--- src/rtl/sflash_wprot_ctl.sv ---
module sflash_wprot_ctl #(
  parameter int ADDR_W = 16
) (
  input  logic              clk,
  input  logic              rst_n,
  input  logic              wren_i,
  input  logic              wrdi_i,
  input  logic              wrsr_i,
  input  logic [7:0]        sr_data_i,
  input  logic              prog_i,
  input  logic              sec_erase_i,
  input  logic              blk_erase_i,
  input  logic              chip_erase_i,
  input  logic              aai_start_i,
  input  logic [ADDR_W-1:0] addr_i,
  input  logic              wp_n_i,
  input  logic              op_done_i,
  output logic [7:0]        status_o,
  output logic              accept_o,
  output logic              reject_o,
  output logic              start_o,
  output logic [2:0]        op_kind_o
);

  localparam logic [ADDR_W-1:0] ADDR_TOP = '1;
  localparam logic [2:0] K_WSR  = 3'd0;
  localparam logic [2:0] K_PROG = 3'd1;
  localparam logic [2:0] K_SEC  = 3'd2;
  localparam logic [2:0] K_BLK  = 3'd3;
  localparam logic [2:0] K_CHIP = 3'd4;
  localparam logic [2:0] K_AAI  = 3'd5;

  logic              busy, wen, lock, auto_mode;
  logic [1:0]        level;
  logic [ADDR_W-1:0] auto_addr;

  logic              is_req, req_ok;
  logic [2:0]        req_kind;
  logic [ADDR_W-1:0] req_addr;

  function automatic logic guarded(input logic [1:0] lvl, input logic [ADDR_W-1:0] a);
    case (lvl)
      2'b00:   guarded = 1'b0;
      2'b01:   guarded = &a[ADDR_W-1 -: 2];
      2'b10:   guarded = a[ADDR_W-1];
      default: guarded = 1'b1;
    endcase
  endfunction

  wire              locked    = !wp_n_i && lock;
  wire [1:0]        blk_level = (level == 2'b01) ? 2'b00 : level;
  wire [ADDR_W-1:0] auto_next = auto_addr + 1'b1;

  always_comb begin
    is_req   = 1'b1;
    req_ok   = 1'b0;
    req_kind = K_WSR;
    req_addr = addr_i;
    if (wrsr_i) begin
      req_ok = wen && !locked && !auto_mode;
    end else if (chip_erase_i) begin
      req_kind = K_CHIP;
      req_ok   = wen && !auto_mode && (level == 2'b00);
    end else if (blk_erase_i) begin
      req_kind = K_BLK;
      req_ok   = wen && !auto_mode && !guarded(blk_level, addr_i);
    end else if (sec_erase_i) begin
      req_kind = K_SEC;
      req_ok   = wen && !auto_mode && !guarded(level, addr_i);
    end else if (prog_i) begin
      req_kind = K_PROG;
      req_ok   = wen && !auto_mode && !guarded(level, addr_i);
    end else if (aai_start_i) begin
      req_kind = K_AAI;
      req_addr = auto_mode ? auto_next : addr_i;
      req_ok   = wen && !guarded(level, req_addr);
    end else begin
      is_req = 1'b0;
    end
  end

  always_ff @(posedge clk or negedge rst_n) begin
    if (!rst_n) begin
      busy      <= 1'b0;
      wen       <= 1'b0;
      lock      <= 1'b0;
      auto_mode <= 1'b0;
      level     <= 2'b11;
      auto_addr <= '0;
      accept_o  <= 1'b0;
      reject_o  <= 1'b0;
      start_o   <= 1'b0;
      op_kind_o <= K_WSR;
    end else begin
      accept_o <= 1'b0;
      reject_o <= 1'b0;
      start_o  <= 1'b0;
      if (busy) begin
        if (op_done_i) begin
          busy <= 1'b0;
          if (!auto_mode || auto_addr == ADDR_TOP) begin
            wen       <= 1'b0;
            auto_mode <= 1'b0;
          end
        end
      end else if (wrdi_i) begin
        wen       <= 1'b0;
        auto_mode <= 1'b0;
        accept_o  <= 1'b1;
      end else if (wren_i) begin
        wen      <= 1'b1;
        accept_o <= 1'b1;
      end else if (is_req) begin
        if (!req_ok) begin
          reject_o <= 1'b1;
        end else begin
          accept_o <= 1'b1;
          if (req_kind == K_WSR) begin
            level <= sr_data_i[3:2];
            lock  <= sr_data_i[7];
            wen   <= 1'b0;
          end else begin
            busy      <= 1'b1;
            start_o   <= 1'b1;
            op_kind_o <= req_kind;
            if (req_kind == K_AAI) begin
              auto_mode <= 1'b1;
              auto_addr <= req_addr;
            end
          end
        end
      end
    end
  end

  assign status_o = {lock, auto_mode, 2'b00, level, wen, busy};

endmodule

--- config.mk ---
export PLATFORM = sky130hd
export DESIGN_NAME = sflash_wprot_ctl
export DESIGN_NICKNAME = d
export VERILOG_FILES = /design/src/rtl/sflash_wprot_ctl.sv
export SDC_FILE = /design/constraint.sdc
export NUM_CORES = 1
export LEC_CHECK = 0
export BUFFER_PORTS_ARGS = -buffer_cell sky130_fd_sc_hd__buf_4
export CAP_MARGIN = 0
export CORE_UTILIZATION = 56
export DETAILED_ROUTE_END_ITERATION = 7
export PLACE_DENSITY_LB_ADDON = 0.1
export SLEW_MARGIN = 5
export SYNTH_ARGS = -nofsm -noshare
export SYNTH_HDL_FRONTEND = slang
export SYNTH_SLANG_ARGS = --single-unit
--- constraint.sdc ---
create_clock -name clk -period 3.9 [get_ports clk]
set_input_delay 0.585 -clock clk [delete_from_list [all_inputs] [get_ports clk]]
set_output_delay 0.585 -clock clk [all_outputs]
set_load 0.005 [all_outputs]
==> qor.yml, run 1 <==
synth.most_common_cell: "a21oi_1"
drive_above_1_share: 0.259
async_flop_share: 1.00
grt_pass1_vias: 1478
synth_fa_ha_area_frac: 0.00678
critPathTopFamily: "multiplexers"
rsz0062_at_grt: "false"
cts_buffers: 3
viasPerCell: 5.73
yosys_warnings: 0
initial_core_util: 0.599
clk_latency_ns: 0.34
cp_num_buf_inv: 1
final-hold-violation-count: 0
gp_congestion: 0.809
r2r_cells: 7
final_cell_area_um2: 2200
worst_slew_pin_slew_ns: 0.642
ys_ff_latch: 28
combinationalPowerShare: 0.221
drt_first_pass_iters: 4
placed_cell_area_um2: 2150
critPathArrivalTime_ns: 2.77
tritoncts: "yes"
crit_required_ns: 4.14
io_pins: 50
area_delta_synth_final_pct: 19.5
reg2reg_slack_ns: 1.36
final_period_minus_worst_setup_slack_ns: 2.54
synth_xor_area_frac: 0
die_h_um: 59.4
vias: 1689
crit_fanout: 14
start_kind: "flop"
fmaxAchievable_mhz: 394
synth_top_family_by_area: "simple AND/OR/NAND/NOR gates"
maxSlewViolCount: 0
cts-root-buf: "clkbuf_4"
swShare: 0.280
timing.final.crit_share: 0.650
wl_per_cell_um: 13.6
cp-end-kind: "flop"
ys_seq_area_frac: 0.381
fin_setup_tns_ns: 0
antenna_found_initial: 0
drtIter0Drc: 68
wl_met3_um: 159
slew_headroom: 0.572
drv_cap: 0
yosys.area.top_type: "dfrtp_1"
synth-simple-area-share: 0.268
fin_nets: 289
core_um2: 3080
netlist_area_um2: 1840
crit_type: "flop to flop"
ir_drop_uv: 315
p_leak_nw: 0.963
cts.sinks: 28
worstPathCellList: "ha_1 -> nand4_1 -> nor4_4 -> mux2_4 -> a311oi_2 -> buf_4 -> mux2_1"
intPower_uw: 537
grt_first_pass_wirelength_mm: 6.57
fillCellCount: 264
synthTopCellsByArea: "dfrtp_1 35%, a21oi_1 7.9%, nand2_1 4.5%"
clkTransAtPathRegs_ns: 0.16
ys_top_cells_by_count: "29 x a21oi_1, 26 x dfrtp_1, 22 x nand2_1"
crit_path_max_incr_delay_ns: 0.46
dp_hpwl_mm: 2.95
ant_nets: 0
track_usage: 0.245
die_area_um2: 3530
hold_buffers: 0
holdCritPathClass: "input pin to async pin"
crit_path_top_delay_cell: "dfrtp_1"
die_w_um: 59.4
post_cts_resize_count: 0
muxShareOfSynthArea: 0.0685
h-tree-depth: 1
routedLengthMet1_mm: 1.95
wirelength_mm: 4.00
port_buffers: 42
synthFlopType: "dfrtp_1"
r2r-start: "auto_addr[0]"
outcome: "completed"
grt_max_degree: 29
p_clk_frac: 0.261
synth_cell_type_count: 46
hold_ws_ns: 0.126
met2WireLength_mm: 1.88
row_count: 20
synth_compound_area_frac: 0.207
cts_buffer_depth: 2
post-cts-setup-buffers: 0
synth_top_area_frac: 0.353
synth-edff-count: 0
finClkSkew_ns: 0.00837
diodes: 0
post_synth.cell_area_avg_um2: 8.50
p_seq_frac: 0.518
report.final.setup_viol: 0
drc: 0
overflow: 0
switchingPower_uw: 209
pwr_density_cell_nw_per_um2: 338
syn_inst: 217
r2r-end: "auto_addr[15]"
maxUsedRoutingLayer: "met4"
per-layer routing:
layer  vias to the layer above  global-route usage
met1                       798               0.344
met5                         -                   0
met2                        36               0.395
met3                         2              0.0480
met4                         0              0.0442
li1                        853                   -
cell families after synthesis:
kind of cell	Yosys count
AND/OR/NAND/NOR	88
buffers and inverters	23
flip-flops	28
AO/OA/AOI/OAI	65
adder cells (fa/ha/maj)	1
other	1
multiplexers	11
worst register-to-register path: stages, from the launching register on:
cell and delay (ns):
dfrtp_1 0.46, ha_1 0.27, nand4_1 0.25, nor4_4 0.29, mux2_4 0.35, a311oi_2 0.23, buf_4 0.25, mux2_1 0.34
worst max path at each step:
stage | from | end | depth (start not counted)
finish | auto_addr[0] | auto_addr[15] | 7
global route | auto_addr[0] | auto_addr[15] | 7
CTS | auto_addr[0] | auto_addr[15] | 7
detailed placement | auto_addr[0] | auto_addr[3] | 7
global placement | auto_addr[0] | auto_addr[15] | 7
floorplan | auto_addr[0] | auto_addr[15] | 7
power groups by stage:
stage | Clock, mW | Sequential [mW] | Combinational [mW]
3_3_place_gp | 0 | 0.389 | 0.162
3_5_place_dp | 0 | 0.391 | 0.166
2_1_floorplan | 0 | 0.379 | 0.0967
5_1_grt | 0.209 | 0.393 | 0.185
4_1_cts | 0.198 | 0.386 | 0.166
6_report | 0.195 | 0.386 | 0.165
placed cells by master, fill, tap and decap left out, types with 3 or more instances in the layout:
master     n
or3_1      4
nor2_1    16
nor3_1     3
inv_1      7
a311oi_1   4
nand3b_1   3
o21ai_0   16
a31oi_1    3
nand2_1   22
a21oi_1   29
dfrtp_1   26
buf_4     45
clkbuf_4   3
nand4_1    6
and3_1     4
mux2_2     3
nand3_1   11
mux2i_1    4
nand2b_1   7
final cells by class:
class	count	area, µm²	area share
repair buffers	45	338	0.153
flip-flops and latches	28	703	0.319
inverters	7	26.3	0.0119
well taps	44	55.1	0.0250
clock buffers	3	22.5	0.0102
multi-input cells	167	1030	0.467
clock inverters	1	30.0	0.0136
per-stage QoR:
step / instances / utilization / power [mW] / setup slack, ns
after floorplan: 218 / - / 0.475 / 1.64
after global placement: 291 / 0.699 / 0.551 / 1.42
after detailed placement: 291 / 0.699 / 0.557 / 1.42
final: 295 / 0.716 / 0.746 / 1.36
after global routing: 295 / 0.716 / 0.787 / 1.21
after CTS: 295 / 0.716 / 0.750 / 1.36
state kept, by name (all words and copies together) (netlist names):
register / count
op_kind_o: 3
level: 2
start_o: 1
wen: 1
auto_addr: 16
lock: 1
busy: 1
accept_o: 1
reject_o: 1
auto_mode: 1
No activity file was read; power rests on OpenSTA's default activity.
==> inputs of run 2 (changes only) <==
- ABC_AREA: default -> 1
- CORE_UTILIZATION: 56 -> 48
- clock period: 3.9 -> 2.3 ns (I/O delays scaled with it)
==> run 2 against run 1 <==
Compared with the run above: critical path type unchanged; global-route usage decreased by 1.2 points; final cell count rose by 27%; flip-flop and latch count unchanged; clock-buffer cell count up 1; worst hold slack improved by 0.12 ns; area after synthesis increased by 7.7%; first-iteration DRC count increased by 88%; sequential power increased by 45%; die area is 25% higher; core utilization down 10 points; critical endpoint is now auto_addr[14]; setup slack got worse by 1.2 ns; clock power up 47%.
==> qor.yml, run 2 <==
overflow: 0  # unchanged
pwr_density_cell_nw_per_um2: 451  # was 338 nW/µm²
intPower_uw: 781  # was 537 µW
maxSlewViolCount: 0  # unchanged
diodes: 0  # unchanged
grt_max_degree: 29  # unchanged
holdCritPathClass: "input pin to flop"  # was input pin to async pin
synth-edff-count: 0  # unchanged
vias: 1910  # was 1,689
switchingPower_uw: 319  # was 209 µW
top_regs: "auto_addr (16), op_kind_o (3), level (2)"  # unchanged
antenna_found_initial: 0  # unchanged
crit_fanout: 18  # was 14
gp_congestion: 0.876  # was 0.809
start_kind: "flop"  # unchanged
finClkSkew_ns: 0.00527  # was 0.00837 ns
synthFlopType: "dfrtp_1"  # unchanged
cts_buffers: 3  # unchanged
ir_drop_uv: 296  # was 315 µV
crit_start: "auto_addr[0]"  # unchanged
synth_cell_type_count: 37  # was 46
synth_top_area_frac: 0.328  # was 0.353
final_cell_area_um2: 2440  # was 2200 µm²
finalPower_mw: 1.10  # was 746 µW
grt_first_pass_wirelength_mm: 7.86  # was 6.57 mm
yosys.area.top_type: "dfrtp_1"  # unchanged
post-route-util: 0.613  # was 0.716
async_flop_share: 1.00  # unchanged
layout_common_cells: "87 x nand2_1, 50 x buf_4, 29 x inv_1"  # was 45 x buf_4, 29 x a21oi_1, 26 x dfrtp_1
crit_path_max_incr_delay_ns: 0.40  # was 0.46 ns
ant_nets: 0  # unchanged
port_buffers: 42  # unchanged
crit_required_ns: 2.47  # was 4.14 ns
fin_nets: 364  # was 289
wl_per_cell_um: 12.4  # was 13.6 µm
timing.final.crit_share: 0.908  # was 0.650
r2r-start: "auto_addr[0]"  # unchanged
post_synth.cell_area_avg_um2: 7.04  # was 8.50 µm²
ys_ff_latch: 28  # unchanged
min_from: "op_done_i"
die_h_um: 66.3  # was 59.4 µm
p_leak_nw: 1.22  # was 0.963 nW
drive_above_1_share: 0.224  # was 0.259
swShare: 0.290  # was 0.280
drt_first_pass_iters: 4  # unchanged
synthTopCellsByArea: "dfrtp_1 33%, nand2_1 16%, nand4_1 6.0%"  # was dfrtp_1 35%, a21oi_1 7.9%, nand2_1 4.5%
placed_cell_area_um2: 2330  # was 2150 µm²
cts-root-buf: "clkbuf_8"  # was clkbuf_4
grt_pass1_vias: 1729  # was 1,478
final_common_cell: "nand2_1"  # was buf_4
crit_top_cell: "nand2_1"
worst_slew_pin_slew_ns: 0.578  # was 0.642 ns
h-tree-depth: 1  # unchanged
report.final.setup_viol: 0  # unchanged
die_area_um2: 4400  # was 3530 µm²
viasPerCell: 5.08  # was 5.73
regMostFlops: "auto_addr"  # unchanged
combinationalPowerShare: 0.232  # was 0.221
core_um2: 3970  # was 3080 µm²
clkTransAtPathRegs_ns: 0.10  # was 0.16 ns
ys_top_cells_by_count: "87 x nand2_1, 29 x inv_1, 26 x dfrtp_1"  # was 29 x a21oi_1, 26 x dfrtp_1, 22 x nand2_1
wirelength_mm: 4.68  # was 4.00 mm
dp_hpwl_mm: 3.44  # was 2.95 mm
worstPathCellList: "buf_4 -> buf_4 -> inv_1 -> nor2_4 -> nand2_4 -> nor2_4 -> nand3_2 -> nand2_1 -> nand2_1 -> nand2_1 -> nand2_1 -> nand2_1 -> nand2_1 -> nand2_2 -> a21oi_4 -> buf_12 -> nand4_1 -> nand2_1"  # was ha_1 -> nand4_1 -> nor4_4 -> mux2_4 -> a311oi_2 -> buf_4 -> mux2_1
critPathArrivalTime_ns: 2.26  # was 2.77 ns
initial_core_util: 0.500  # was 0.599
yosys_warnings: 0  # unchanged
crit_path_top_delay_cell: "dfrtp_1"  # unchanged
p_seq_frac: 0.508  # was 0.518
netlist_area_um2: 1990  # was 1840 µm²
die_w_um: 66.3  # was 59.4 µm
io_pins: 50  # unchanged
p_clk_frac: 0.260  # was 0.261
cts_buffer_depth: 2  # unchanged
largest_register_ffs: 16  # unchanged
row_count: 23  # was 20
syn_inst: 282  # was 217
tritoncts: "yes"  # unchanged
drc: 0  # unchanged
synth.most_common_cell: "nand2_1"  # was a21oi_1
fmaxAchievable_mhz: 479  # was 394 MHz
clk_latency_ns: 0.28  # was 0.34 ns
cp-end-kind: "flop"  # unchanged
final-hold-violation-count: 0  # unchanged
outcome: "completed"  # unchanged
drv_cap: 0  # unchanged
track_usage: 0.233  # was 0.245
cts.sinks: 28  # unchanged
crit_type: "flop to flop"  # unchanged
area_delta_synth_final_pct: 22.7  # was 19.5%
ys_seq_area_frac: 0.354  # was 0.381
final_period_minus_worst_setup_slack_ns: 2.09  # was 2.54 ns
slew_headroom: 0.610  # was 0.572
drtIter0Drc: 128  # was 68
## run 2: logic make-up (layout without fill, tap and decap cells)
logic type | Yosys count | after routing | share of synthesized area
buffers and inverters | 44 | 87 | 0.105
XOR/XNOR | 8 | 8 | 0.0353
other | 1 | 2 | 0.00189
multiplexers | 1 | 1 | 0.00504
adder cells (fa/ha/maj) | 1 | 1 | 0.00630
flip-flops | 28 | 28 | 0.354
AND/OR/NAND/NOR | 157 | 157 | 0.371
AO/OA/AOI/OAI | 42 | 42 | 0.122
## run 2: per-layer routing
layer  vias to the layer above  GRT usage  share of wire
li1                       1006          -              -
met1                       863      0.326           0.49
met2                        37      0.389           0.47
met3                         4     0.0172          0.029
met4                         0     0.0532         0.0085
met5                         -          0              0
## run 2: critical path, delay by kind of cell (launching register included)
kind / cells / cell delay, ns
and+or+nand+nor: 13 / 1.06
AOI/OAI and AO/OA: 1 / 0.07
DFF: 1 / 0.40
buffers and inverters: 4 / 0.45
## run 2: area by class of cell
type	instances	area, µm²
Clock buffer	4	45.0
Fill cell	393	1540
Inverter	31	116
Multi-Input combinational cell	211	1100
Sequential cell	28	703
Tap cell	50	62.6
Timing Repair Buffer	52	405
## run 2: power groups by stage
| stage | combinational (mW) | sequential, mW | clock (mW) |
|---|---|---|---|
| 4_1_cts | 0.253 | 0.559 | 0.291 |
| 3_3_place_gp | 0.247 | 0.567 | 0 |
| 6_report | 0.255 | 0.558 | 0.286 |
| 5_1_grt | 0.289 | 0.565 | 0.301 |
| 3_5_place_dp | 0.251 | 0.568 | 0 |
| 2_1_floorplan | 0.134 | 0.565 | 0 |
## run 2: worst paths after layout
path | end | slack, ns | cells after the start
min | busy | 0.25 | 2
max | auto_addr[14] | 0.21 | 18
max reg2reg | auto_addr[14] | 0.21 | 18
min in group asynchronous | auto_addr[0] | 0.51 | 2
max in group asynchronous | level[0] | 1.48 | 2
min reg2reg | op_kind_o[0] | 0.50 | 2
## run 2: metrics by stage
stage / instances / hold slack, ns / setup TNS (ns) / worst slack, ns
5_1_grt: 376 / 0.251 / -0.0165 / -0.0165
3_3_place_gp: 368 / 0.286 / 0 / 0.203
6_report: 376 / 0.251 / 0 / 0.212
2_1_floorplan: 283 / 0.0494 / 0 / 0.430
4_1_cts: 373 / 0.251 / 0 / 0.203
3_5_place_dp: 368 / 0.287 / 0 / 0.227
## run 2: timing repair
action                     in CTS  in global routing
setup endpoints to repair       0                 10
setup buffers                   0                  3
hold buffers                    1                  0
hold endpoints to repair       26                  0
gates resized for setup         0                  4
